===== src/rtl/acin_pkg.sv =====
package acin_pkg;
  localparam int TAG_W     = 16;
  localparam int SLOT_W    = 20;
  localparam int NUM_SLOTS = 13;
  localparam int BITNUM_W  = $clog2(SLOT_W);
  localparam int SLOTNUM_W = $clog2(NUM_SLOTS);
  localparam int FRAME_LEN = TAG_W + (NUM_SLOTS - 1) * SLOT_W;
  // slot numbers whose content the block produces
  localparam int SLOT_IDX  = 1;
  localparam int SLOT_DATA = 2;
  localparam int SLOT_LEFT = 3;
  localparam int SLOT_RIGHT = 4;
endpackage


===== src/rtl/acin_start_detect.sv =====
module acin_start_detect (
  input  logic clk,
  input  logic rst,
  input  logic sync,
  input  logic link_off,
  output logic frame_start
);
  logic sync_q;

  always_ff @(posedge clk) begin
    if (rst) sync_q <= 1'b0;
    else     sync_q <= sync;
  end

  // a rise seen at this edge corresponds to the falling-edge sample of the rise
  assign frame_start = sync & ~sync_q & ~link_off & ~rst;
endmodule


===== src/rtl/acin_read_tracker.sv =====
module acin_read_tracker #(
  parameter int IDX_W  = 7,
  parameter int REG_W  = 16,
  parameter int RD_LAT = 2
) (
  input  logic             clk,
  input  logic             rst,
  input  logic             frame_start,
  input  logic             rd_req,
  input  logic [IDX_W-1:0] rd_idx,
  input  logic [REG_W-1:0] reg_rd_data,
  input  logic             reg_hit,
  output logic [IDX_W-1:0] rsp_idx,
  output logic             rsp_valid,
  output logic [REG_W-1:0] rsp_data
);
  logic             pend_v;
  logic [IDX_W-1:0] pend_idx;
  logic [RD_LAT-1:0] fetch_pipe;

  always_ff @(posedge clk) begin
    if (rst) begin
      pend_v     <= 1'b0;
      pend_idx   <= '0;
      rsp_valid  <= 1'b0;
      rsp_idx    <= '0;
      rsp_data   <= '0;
      fetch_pipe <= '0;
    end else begin
      fetch_pipe <= {fetch_pipe[RD_LAT-2:0], frame_start};
      if (frame_start) begin
        rsp_valid <= pend_v;
        rsp_idx   <= pend_idx;
        pend_v    <= rd_req;
        if (rd_req) pend_idx <= rd_idx;
      end else if (rd_req) begin
        pend_v   <= 1'b1;
        pend_idx <= rd_idx;
      end
      if (fetch_pipe[RD_LAT-1])
        rsp_data <= reg_hit ? reg_rd_data : '0;
    end
  end
endmodule


===== src/rtl/acin_frame_ctl.sv =====
module acin_frame_ctl
  import acin_pkg::*;
#(
  parameter int ADC_W = 18
) (
  input  logic                 clk,
  input  logic                 rst,
  input  logic                 frame_start,
  input  logic                 link_off,
  input  logic                 codec_ready,
  input  logic                 adc_on,
  input  logic [2*ADC_W-1:0]   adc_pair,
  output logic                 active,
  output logic [SLOTNUM_W-1:0] slot_num,
  output logic [BITNUM_W-1:0]  bit_num,
  output logic                 ready_f,
  output logic                 adc_v,
  output logic [2*ADC_W-1:0]   samples_f
);
  localparam logic [SLOTNUM_W-1:0] LAST_SLOT = SLOTNUM_W'(NUM_SLOTS - 1);
  localparam logic [BITNUM_W-1:0]  SLOT_TOP  = BITNUM_W'(SLOT_W - 1);
  localparam logic [BITNUM_W-1:0]  TAG_NEXT  = BITNUM_W'(TAG_W - 2);

  always_ff @(posedge clk) begin
    if (rst) begin
      active   <= 1'b0;
      slot_num <= '0;
      bit_num  <= '0;
      ready_f  <= 1'b0;
      adc_v    <= 1'b0;
    end else if (frame_start) begin
      active   <= 1'b1;
      slot_num <= '0;
      bit_num  <= TAG_NEXT;
      ready_f  <= codec_ready;
      adc_v    <= adc_on;
    end else if (link_off) begin
      active   <= 1'b0;
      slot_num <= '0;
      bit_num  <= '0;
    end else if (active) begin
      if (bit_num == '0) begin
        if (slot_num == LAST_SLOT) begin
          active <= 1'b0;
        end else begin
          slot_num <= slot_num + 1'b1;
          bit_num  <= SLOT_TOP;
        end
      end else begin
        bit_num <= bit_num - 1'b1;
      end
    end
  end

  for (genvar ch = 0; ch < 2; ch++) begin : g_chan
    always_ff @(posedge clk) begin
      if (rst)
        samples_f[ch*ADC_W +: ADC_W] <= '0;
      else if (frame_start)
        samples_f[ch*ADC_W +: ADC_W] <= adc_pair[ch*ADC_W +: ADC_W];
    end
  end
endmodule


===== src/rtl/acin_slot_mux.sv =====
module acin_slot_mux
  import acin_pkg::*;
#(
  parameter int IDX_W = 7,
  parameter int REG_W = 16,
  parameter int ADC_W = 18
) (
  input  logic [SLOTNUM_W-1:0] slot_num,
  input  logic [BITNUM_W-1:0]  bit_num,
  input  logic                 ready_f,
  input  logic                 rsp_valid,
  input  logic [IDX_W-1:0]     rsp_idx,
  input  logic [REG_W-1:0]     rsp_data,
  input  logic                 adc_v,
  input  logic [2*ADC_W-1:0]   samples_f,
  output logic                 bit_val
);
  localparam int IDX_HI = SLOT_W - 2;

  logic [SLOT_W-1:0] word;

  always_comb begin
    word = '0;
    case (int'(slot_num))
      0: begin
        word[TAG_W-1] = ready_f;
        word[TAG_W-2] = rsp_valid;
        word[TAG_W-3] = rsp_valid;
        word[TAG_W-4] = adc_v;
        word[TAG_W-5] = adc_v;
      end
      SLOT_IDX:   if (rsp_valid) word[IDX_HI -: IDX_W]   = rsp_idx;
      SLOT_DATA:  if (rsp_valid) word[SLOT_W-1 -: REG_W] = rsp_data;
      SLOT_LEFT:  if (adc_v) word[SLOT_W-1 -: ADC_W] = samples_f[0 +: ADC_W];
      SLOT_RIGHT: if (adc_v) word[SLOT_W-1 -: ADC_W] = samples_f[ADC_W +: ADC_W];
      default:    word = '0;
    endcase
    bit_val = ready_f & word[bit_num];
  end
endmodule


===== src/rtl/ac_link_in_tx.sv =====
module ac_link_in_tx
  import acin_pkg::*;
#(
  parameter int IDX_W = 7,
  parameter int REG_W = 16,
  parameter int ADC_W = 18
) (
  input  logic             bit_clk,
  input  logic             rst,
  input  logic             sync,
  input  logic             link_off,
  input  logic             codec_ready,
  input  logic             rd_req,
  input  logic [IDX_W-1:0] rd_idx,
  output logic [IDX_W-1:0] reg_rd_addr,
  input  logic [REG_W-1:0] reg_rd_data,
  input  logic             reg_hit,
  input  logic             adc_on,
  input  logic [ADC_W-1:0] adc_left,
  input  logic [ADC_W-1:0] adc_right,
  output logic             sdata_in
);
  logic                 frame_start;
  logic                 active;
  logic [SLOTNUM_W-1:0] slot_num;
  logic [BITNUM_W-1:0]  bit_num;
  logic                 ready_f;
  logic                 adc_v;
  logic [2*ADC_W-1:0]   samples_f;
  logic                 rsp_valid;
  logic [IDX_W-1:0]     rsp_idx;
  logic [REG_W-1:0]     rsp_data;
  logic                 bit_val;

  acin_start_detect u_start (
    .clk(bit_clk), .rst(rst), .sync(sync), .link_off(link_off),
    .frame_start(frame_start)
  );

  acin_read_tracker #(.IDX_W(IDX_W), .REG_W(REG_W), .RD_LAT(2)) u_read (
    .clk(bit_clk), .rst(rst), .frame_start(frame_start),
    .rd_req(rd_req), .rd_idx(rd_idx),
    .reg_rd_data(reg_rd_data), .reg_hit(reg_hit),
    .rsp_idx(rsp_idx), .rsp_valid(rsp_valid), .rsp_data(rsp_data)
  );

  acin_frame_ctl #(.ADC_W(ADC_W)) u_ctl (
    .clk(bit_clk), .rst(rst), .frame_start(frame_start), .link_off(link_off),
    .codec_ready(codec_ready), .adc_on(adc_on),
    .adc_pair({adc_right, adc_left}),
    .active(active), .slot_num(slot_num), .bit_num(bit_num),
    .ready_f(ready_f), .adc_v(adc_v), .samples_f(samples_f)
  );

  acin_slot_mux #(.IDX_W(IDX_W), .REG_W(REG_W), .ADC_W(ADC_W)) u_mux (
    .slot_num(slot_num), .bit_num(bit_num), .ready_f(ready_f),
    .rsp_valid(rsp_valid), .rsp_idx(rsp_idx), .rsp_data(rsp_data),
    .adc_v(adc_v), .samples_f(samples_f), .bit_val(bit_val)
  );

  assign reg_rd_addr = rsp_idx;

  always_ff @(posedge bit_clk) begin
    if (rst || link_off) sdata_in <= 1'b0;
    else if (frame_start) sdata_in <= codec_ready;
    else if (active)      sdata_in <= bit_val;
    else                  sdata_in <= 1'b0;
  end
endmodule


===== config.mk =====
export PLATFORM = sky130hd
export DESIGN_NAME = ac_link_in_tx
export DESIGN_NICKNAME = d
export VERILOG_FILES = /design/src/rtl/acin_pkg.sv /design/src/rtl/acin_start_detect.sv /design/src/rtl/acin_read_tracker.sv /design/src/rtl/acin_frame_ctl.sv /design/src/rtl/acin_slot_mux.sv /design/src/rtl/ac_link_in_tx.sv
export SDC_FILE = /design/constraint.sdc
export NUM_CORES = 1
export LEC_CHECK = 0
export BUFFER_PORTS_ARGS = -buffer_cell sky130_fd_sc_hd__buf_4
export CELL_PAD_IN_SITES_DETAIL_PLACEMENT = 2
export CELL_PAD_IN_SITES_GLOBAL_PLACEMENT = 2
export CORE_MARGIN = 2
export CORE_UTILIZATION = 33
export CTS_CLUSTER_DIAMETER = 120
export CTS_CLUSTER_SIZE = 25
export DETAILED_ROUTE_END_ITERATION = 10
export GPL_TIMING_DRIVEN = 0
export PLACE_DENSITY_LB_ADDON = 0.1
export SLEW_MARGIN = 10
export SYNTH_ARGS = -nofsm -noshare
export SYNTH_HDL_FRONTEND = slang
export SYNTH_HIERARCHICAL = 1
export SYNTH_SLANG_ARGS = --single-unit
export TNS_END_PERCENT = 100

===== constraint.sdc =====
create_clock -name bit_clk -period 3.6 [get_ports bit_clk]
set_input_delay 0 -clock bit_clk [delete_from_list [all_inputs] [get_ports bit_clk]]
set_output_delay 0 -clock bit_clk [all_outputs]
set_load 0.05 [all_outputs]

After elaboration in Yosys (flattened, before gate mapping)
Index checks and enable logic that the tools add are counted.
Word-level totals
  output and inout port bits: 8
  input port bits: 67
  register bits: 84
  logic and storage cells: 70
Operators by class
  bitwise operators: 8
  add/subtract/negate cells: 2
  muxes and demuxes: 27
  reduce and logical (&&, ||, !) cells: 9
  equality and inequality tests: 7
  magnitude comparators: 1
Operators with widths (count)
  $mux 18: 2
  $mux 16: 2
  $pmux 7 s3: 1
  $pmux 4 s5: 1
  $mux 4: 3
  $pmux 3 s4: 1
  $mux 1: 10
  $mux 5: 2
  $eq 4x2->1 const B: 2
  $mux 7: 1
  $lt 5x6->1 const B: 1
  $bmux 1 s5: 1
  $logic_not 5->1: 1
  $sub 5x1->5 const B: 1
  $add 4x1->4 const B: 1
  $and 1x1->1: 4
  $eq 4x1->1 const B: 1
  $eq 4x3->1 const B: 1
  $eq 4x4->1 const B: 1
  $logic_not 4->1: 1
  $ne 4x4->1 const B: 1
  $not 1->1: 4
  $pmux 1 s4: 1
  $pmux 2 s2: 1
  8 further kinds: 9

Longest topological paths before layout
  depth after elaboration: 7
  depth in mapped cells: 10
  mapped depth without buffers: 8

By module
The synthesis kept the hierarchy.
By module, submodules not included
  acin_frame_ctl: area an instance 1846.8 µm², times used 1, cells an instance 186, sequential area each 960.9 µm²
  acin_read_tracker: area an instance 1282.5 µm², times used 1, cells an instance 128, sequential area each 680.7 µm²
  acin_slot_mux: area an instance 742.0 µm², times used 1, cells an instance 95, sequential area each 0.0 µm²
  ac_link_in_tx: area an instance 56.3 µm², times used 1, cells an instance 4, sequential area each 20.0 µm²
  acin_start_detect: area an instance 41.3 µm², times used 1, cells an instance 3, sequential area each 20.0 µm²

Least setup slack after synthesis
OpenSTA, ideal clock, no wires.
  kind: reg-to-reg
  from: register u_ctl.slot_num[2]
  to: register sdata_in
  cell stages (with the launch flop): 10
  data arrival time: 2359 ps
  period minus slack after synthesis: 2438 ps
  slack: 1162 ps
  cell sequence: dfxtp_1 buf_6 or3b_4 nor3b_4 a22o_1 a221oi_1 mux4_2 o32ai_2 nand3b_4 a211oi_2
On the way
  cells in the longest elaborated chain, start to end: 7
  elaborated cells between the ends (all ways): 16
  classes of those cells: eq/ne (4); mux (10); bitwise (1); reduce/logical (1)
RTL lines
  from (decl): line acin_frame_ctl.sv:14  | output logic [SLOTNUM_W-1:0] slot_num,
  from (signal assigned): line acin_frame_ctl.sv:46  | slot_num <= slot_num + 1'b1;
  $eq 4x3->1 (tied with other cells): line acin_slot_mux.sv:24  | case (int'(slot_num))
  $pmux 4 s5 (tied with other cells): line acin_slot_mux.sv:24
  $bmux 1 s5 (*): line acin_slot_mux.sv:38  | bit_val = ready_f & word[bit_num];
  $mux 1 (not written as such) (*): line acin_slot_mux.sv:38
  $and 1x1->1 (*): line acin_slot_mux.sv:38
  named net bit_val: line ac_link_in_tx.sv:33  | logic bit_val;
  $mux 1 (*): line ac_link_in_tx.sv:66  | else if (active) sdata_in <= bit_val;
  $mux 1 (*): line ac_link_in_tx.sv:65  | else if (frame_start) sdata_in <= codec_ready;
  to (signal assigned): line ac_link_in_tx.sv:65
  to (signal assigned): line ac_link_in_tx.sv:66
  to (decl): line ac_link_in_tx.sv:21  | output logic sdata_in
Mark *: on every way through the listed nets, which the timed path passes. The rest lies on a longest branch. The select of a mux whose other input is x is not followed.
A chain may end at the register's enable or synchronous reset.

Worst setup path in the final report
  from: register u_ctl.slot_num[1]
  to: register sdata_in
Same word-level chain as after synthesis.

==> impl_metrics.tcl <==
set metrics [dict create \
    ir_worst_vdd_mv 0.180 \
    met3_usage_pct 3.29 \
    cts_resized 0 \
    place_ws_ns 0.757 \
    p_per_area_nw_per_um2 375 \
    dr_total_vias 3851 \
    syn2layout_area_growth_pct 43.6 \
    r2r_slack_ns 0.22 \
    fin_nets 641 \
    synth_area_per_cell_um2 9.54 \
    port-buffer-count 72 \
    drive_gt1_share_pct 20.7 \
    clock-sinks 84 \
    gp_congestion 0.822 \
    via_per_inst 5.34 \
    worstPathArrival_ns 3.68 \
    synthTopCellsByArea "dfxtp_1, mux2i_1, nor2_1, a221oi_1, a21oi_1" \
    critPathRequiredTime_ns 3.89 \
    synth_area_um2 3970 \
    finalPower_mw 2.14 \
    skew_ns 0.00504 \
    slew-limit-headroom_pct 39.8 \
    fillCellCount 1261 \
    synthArstFlopShare_pct 0 \
    rsz0062_at_grt "no" \
    timing.final.crit_share_pct 94.0 \
    yosysUniqueCellTypes 58 \
    top_usage_layer "met2" \
    status "finished, final reports clean" \
    die-area_um2 12900 \
    clock.fmax_mhz 296 \
    setup_viol 0 \
    power_leakage_nw 2.10 \
    path_clk_slew_ns 0.06 \
    tns_ns 0 \
    core-area_um2 11900 \
    drtPass1Iterations 4 \
    yosysMostFrequentCell "dfxtp_1" \
    initial_core_util_pct 33.5 \
    crit_path_start_kind "flip-flop" \
    cts_buffers 9 \
    ys_seq_elements 84 \
    max_stage_delay_ns 0.55 \
    synth_area_leader_cell "dfxtp_1" \
    clk_latency_ns 0.35 \
    drc_errors 0 \
    first_iter_violations 175 \
    hold_class "in -> reg" \
    cts_tree "done" \
    grt_pass1_wl_um 23700 \
    r2r-start "u_ctl/slot_num[1]$_SDFFE_PP0P_" \
    use_met1_pct 29.9 \
    tightestPinTransition_ns 0.903 \
    grt_use_met2_pct 43.1 \
    clock_path_buffers 2 \
    rows 40 \
    synth_nets 486 \
    track_usage_pct 24.0 \
    r2r-end "sdata_in$_SDFF_PP0_" \
    cts_root_buffer "clkbuf_16" \
    overflow 0 \
    grt_max_degree 14 \
    finalHoldViolCount 0 \
    die_w_um 114 \
    path_class "reg -> reg" \
    seq_area_frac_synth_pct 42.4 \
    routed_wirelength_um 14900 \
    cp-endpoint "sdata_in$_SDFF_PP0_" \
    worst_path_max_delay_cell "dlygate4sd3_1" \
    cp-end-kind "flip-flop" \
    synth_top_area_share_pct 42.4 \
    drv_slew 0 \
    cp-startpoint "u_ctl/slot_num[1]$_SDFFE_PP0P_" \
    drtAntennaViolNets 0 \
    wire_per_inst_um 20.7 \
    drv_cap 0 \
    worstPathMaxFanout 10 \
    antenna_found_initial 0 \
    period_needed_ns 3.38 \
    holdPathStages 4 \
    diodes 0 \
    layout_setup_ws_ns 0.217 \
    cts_max_level 3 \
    synth_top_flop_cell "dfxtp_1" \
    die_h_um 114 \
    hpwl_um 9420 \
    ys_warn_count 6 \
    netlist_instances 416 \
    crit_chain "nor4b_4, and2_1, buf_2, a22o_1, a221oi_1, mux4_2, o32ai_2, nand3b_4, a211oi_2, dlygate4sd3_1" \
    synth_commonest_cells "dfxtp_1, mux2i_1, nor2_1, a21oi_1, nand2b_1" \
    r2r_cells 10 \
    pin_count 75 \
    synth_edf_count 0 \
    grt_pass1_vias 4326 \
]
## how the worst min path moves through the flow
| stage | from | end | slack, ns |
|---|---|---|---|
| 3_3_place_gp | rst | sdata_in$_SDFF_PP0_ | 0.22 |
| 6_report | reg_hit | u_read/rsp_data[9]$_SDFFE_PP0P_ | 0.11 |
| 4_1_cts | reg_hit | u_read/rsp_data[5]$_SDFFE_PP0P_ | 0.09 |
| 5_1_grt | reg_hit | u_read/rsp_data[10]$_SDFFE_PP0P_ | 0.11 |
| 3_5_place_dp | rst | sdata_in$_SDFF_PP0_ | 0.21 |
| 2_1_floorplan | rst | sdata_in$_SDFF_PP0_ | 0.06 |
## cell type report
| type | count | area (µm²) | share of cell area [%] |
|---|---|---|---|
| plain buffers | 31 | 188 | 3.29 |
| clock buffers | 9 | 225 | 3.95 |
| clock inverters | 5 | 55.1 | 0.966 |
| inverters | 13 | 48.8 | 0.856 |
| multi-input cells | 288 | 2060 | 36.1 |
| flip-flops and latches | 84 | 1680 | 29.5 |
| well taps | 147 | 184 | 3.23 |
| repair buffers | 144 | 1260 | 22.1 |
## metrics by stage
step | hold WS [ns] | utilization [%] | cells | cell area [µm²]
final | 0.107 | 48.1 | 721 | 5700
after global placement | 0.217 | 39.6 | 635 | 4690
after CTS | 0.0920 | 48.0 | 721 | 5690
after floorplan | 0.0646 | - | 416 | 3970
after global routing | 0.110 | 48.1 | 721 | 5700
after detailed placement | 0.215 | 39.6 | 635 | 4690
## layout by cell type, fill, tap and decap left out, types with 3 or more instances in the layout
cell type	instances
buf_6	5
o21ai_0	6
nand4_1	3
a221oi_1	17
nand2b_1	22
buf_4	74
a22o_1	3
inv_1	13
ha_1	3
nor2b_1	5
mux2i_1	56
o31ai_1	4
a21oi_1	28
clkbuf_1	14
nor3b_1	4
nor2_1	56
dfxtp_1	84
nor3_1	5
nand3_1	19
clkbuf_16	9
nand2_1	6
dlygate4sd3_1	72
and3_1	3
buf_2	7
## power breakdown
| part | switching, mW | total [mW] | internal [mW] |
|---|---|---|---|
| combinational | 0.108 | 0.247 | 0.139 |
| clock | 0.391 | 0.918 | 0.527 |
| sequential | 0.0218 | 0.975 | 0.953 |
| total | 0.520 | 2.14 | 1.62 |
## layer usage
layer / wire length [µm] / up-vias
met2: 7750 / 74
met5: 0 / -
li1: - / 1824
met3: 387 / 21
met1: 6530 / 1932
met4: 232 / 0
## worst max-delay path: cells and delay by family (launching register included)
| kind | cells | cell delay (ns) |
|---|---|---|
| AOI/OAI and AO/OA | 4 | 0.76 |
| buffers and inverters | 2 | 0.75 |
| muxes | 1 | 0.51 |
| DFF | 1 | 0.45 |
| and+or+nand+nor | 3 | 0.83 |
## logic make-up (layout without fill, tap and decap cells)
group / count (synthesis) / in the layout / synth area share (%)
buffers and inverters: 44 / 202 / 5.96
and+or+nand+nor: 147 / 147 / 21.3
muxes: 58 / 58 / 15.0
AOI/OAI and AO/OA: 80 / 80 / 14.4
adders and majority gates: 3 / 3 / 0.946
DFF: 84 / 84 / 42.4
## repair_timing
item / 4_1_cts / 5_1_grt
buffers inserted: 0 / 0
hold buffers: 72 / 0
setup endpoints to repair: 0 / 0
hold endpoints to repair: 65 / 0
## registers in the layout (all words and copies together), names as in the netlist
signal,count
u_read/rsp_valid,1
u_ctl/adc_v,1
u_ctl/bit_num,5
u_ctl/samples_f,36
u_ctl/active,1
u_read/fetch_pipe,2
u_start/sync_q,1
u_ctl/ready_f,1
u_read/rsp_data,16
u_read/pend_v,1
sdata_in,1
u_ctl/slot_num,4
u_read/rsp_idx,7
u_read/pend_idx,7
(Power assumes the default switching activity.)
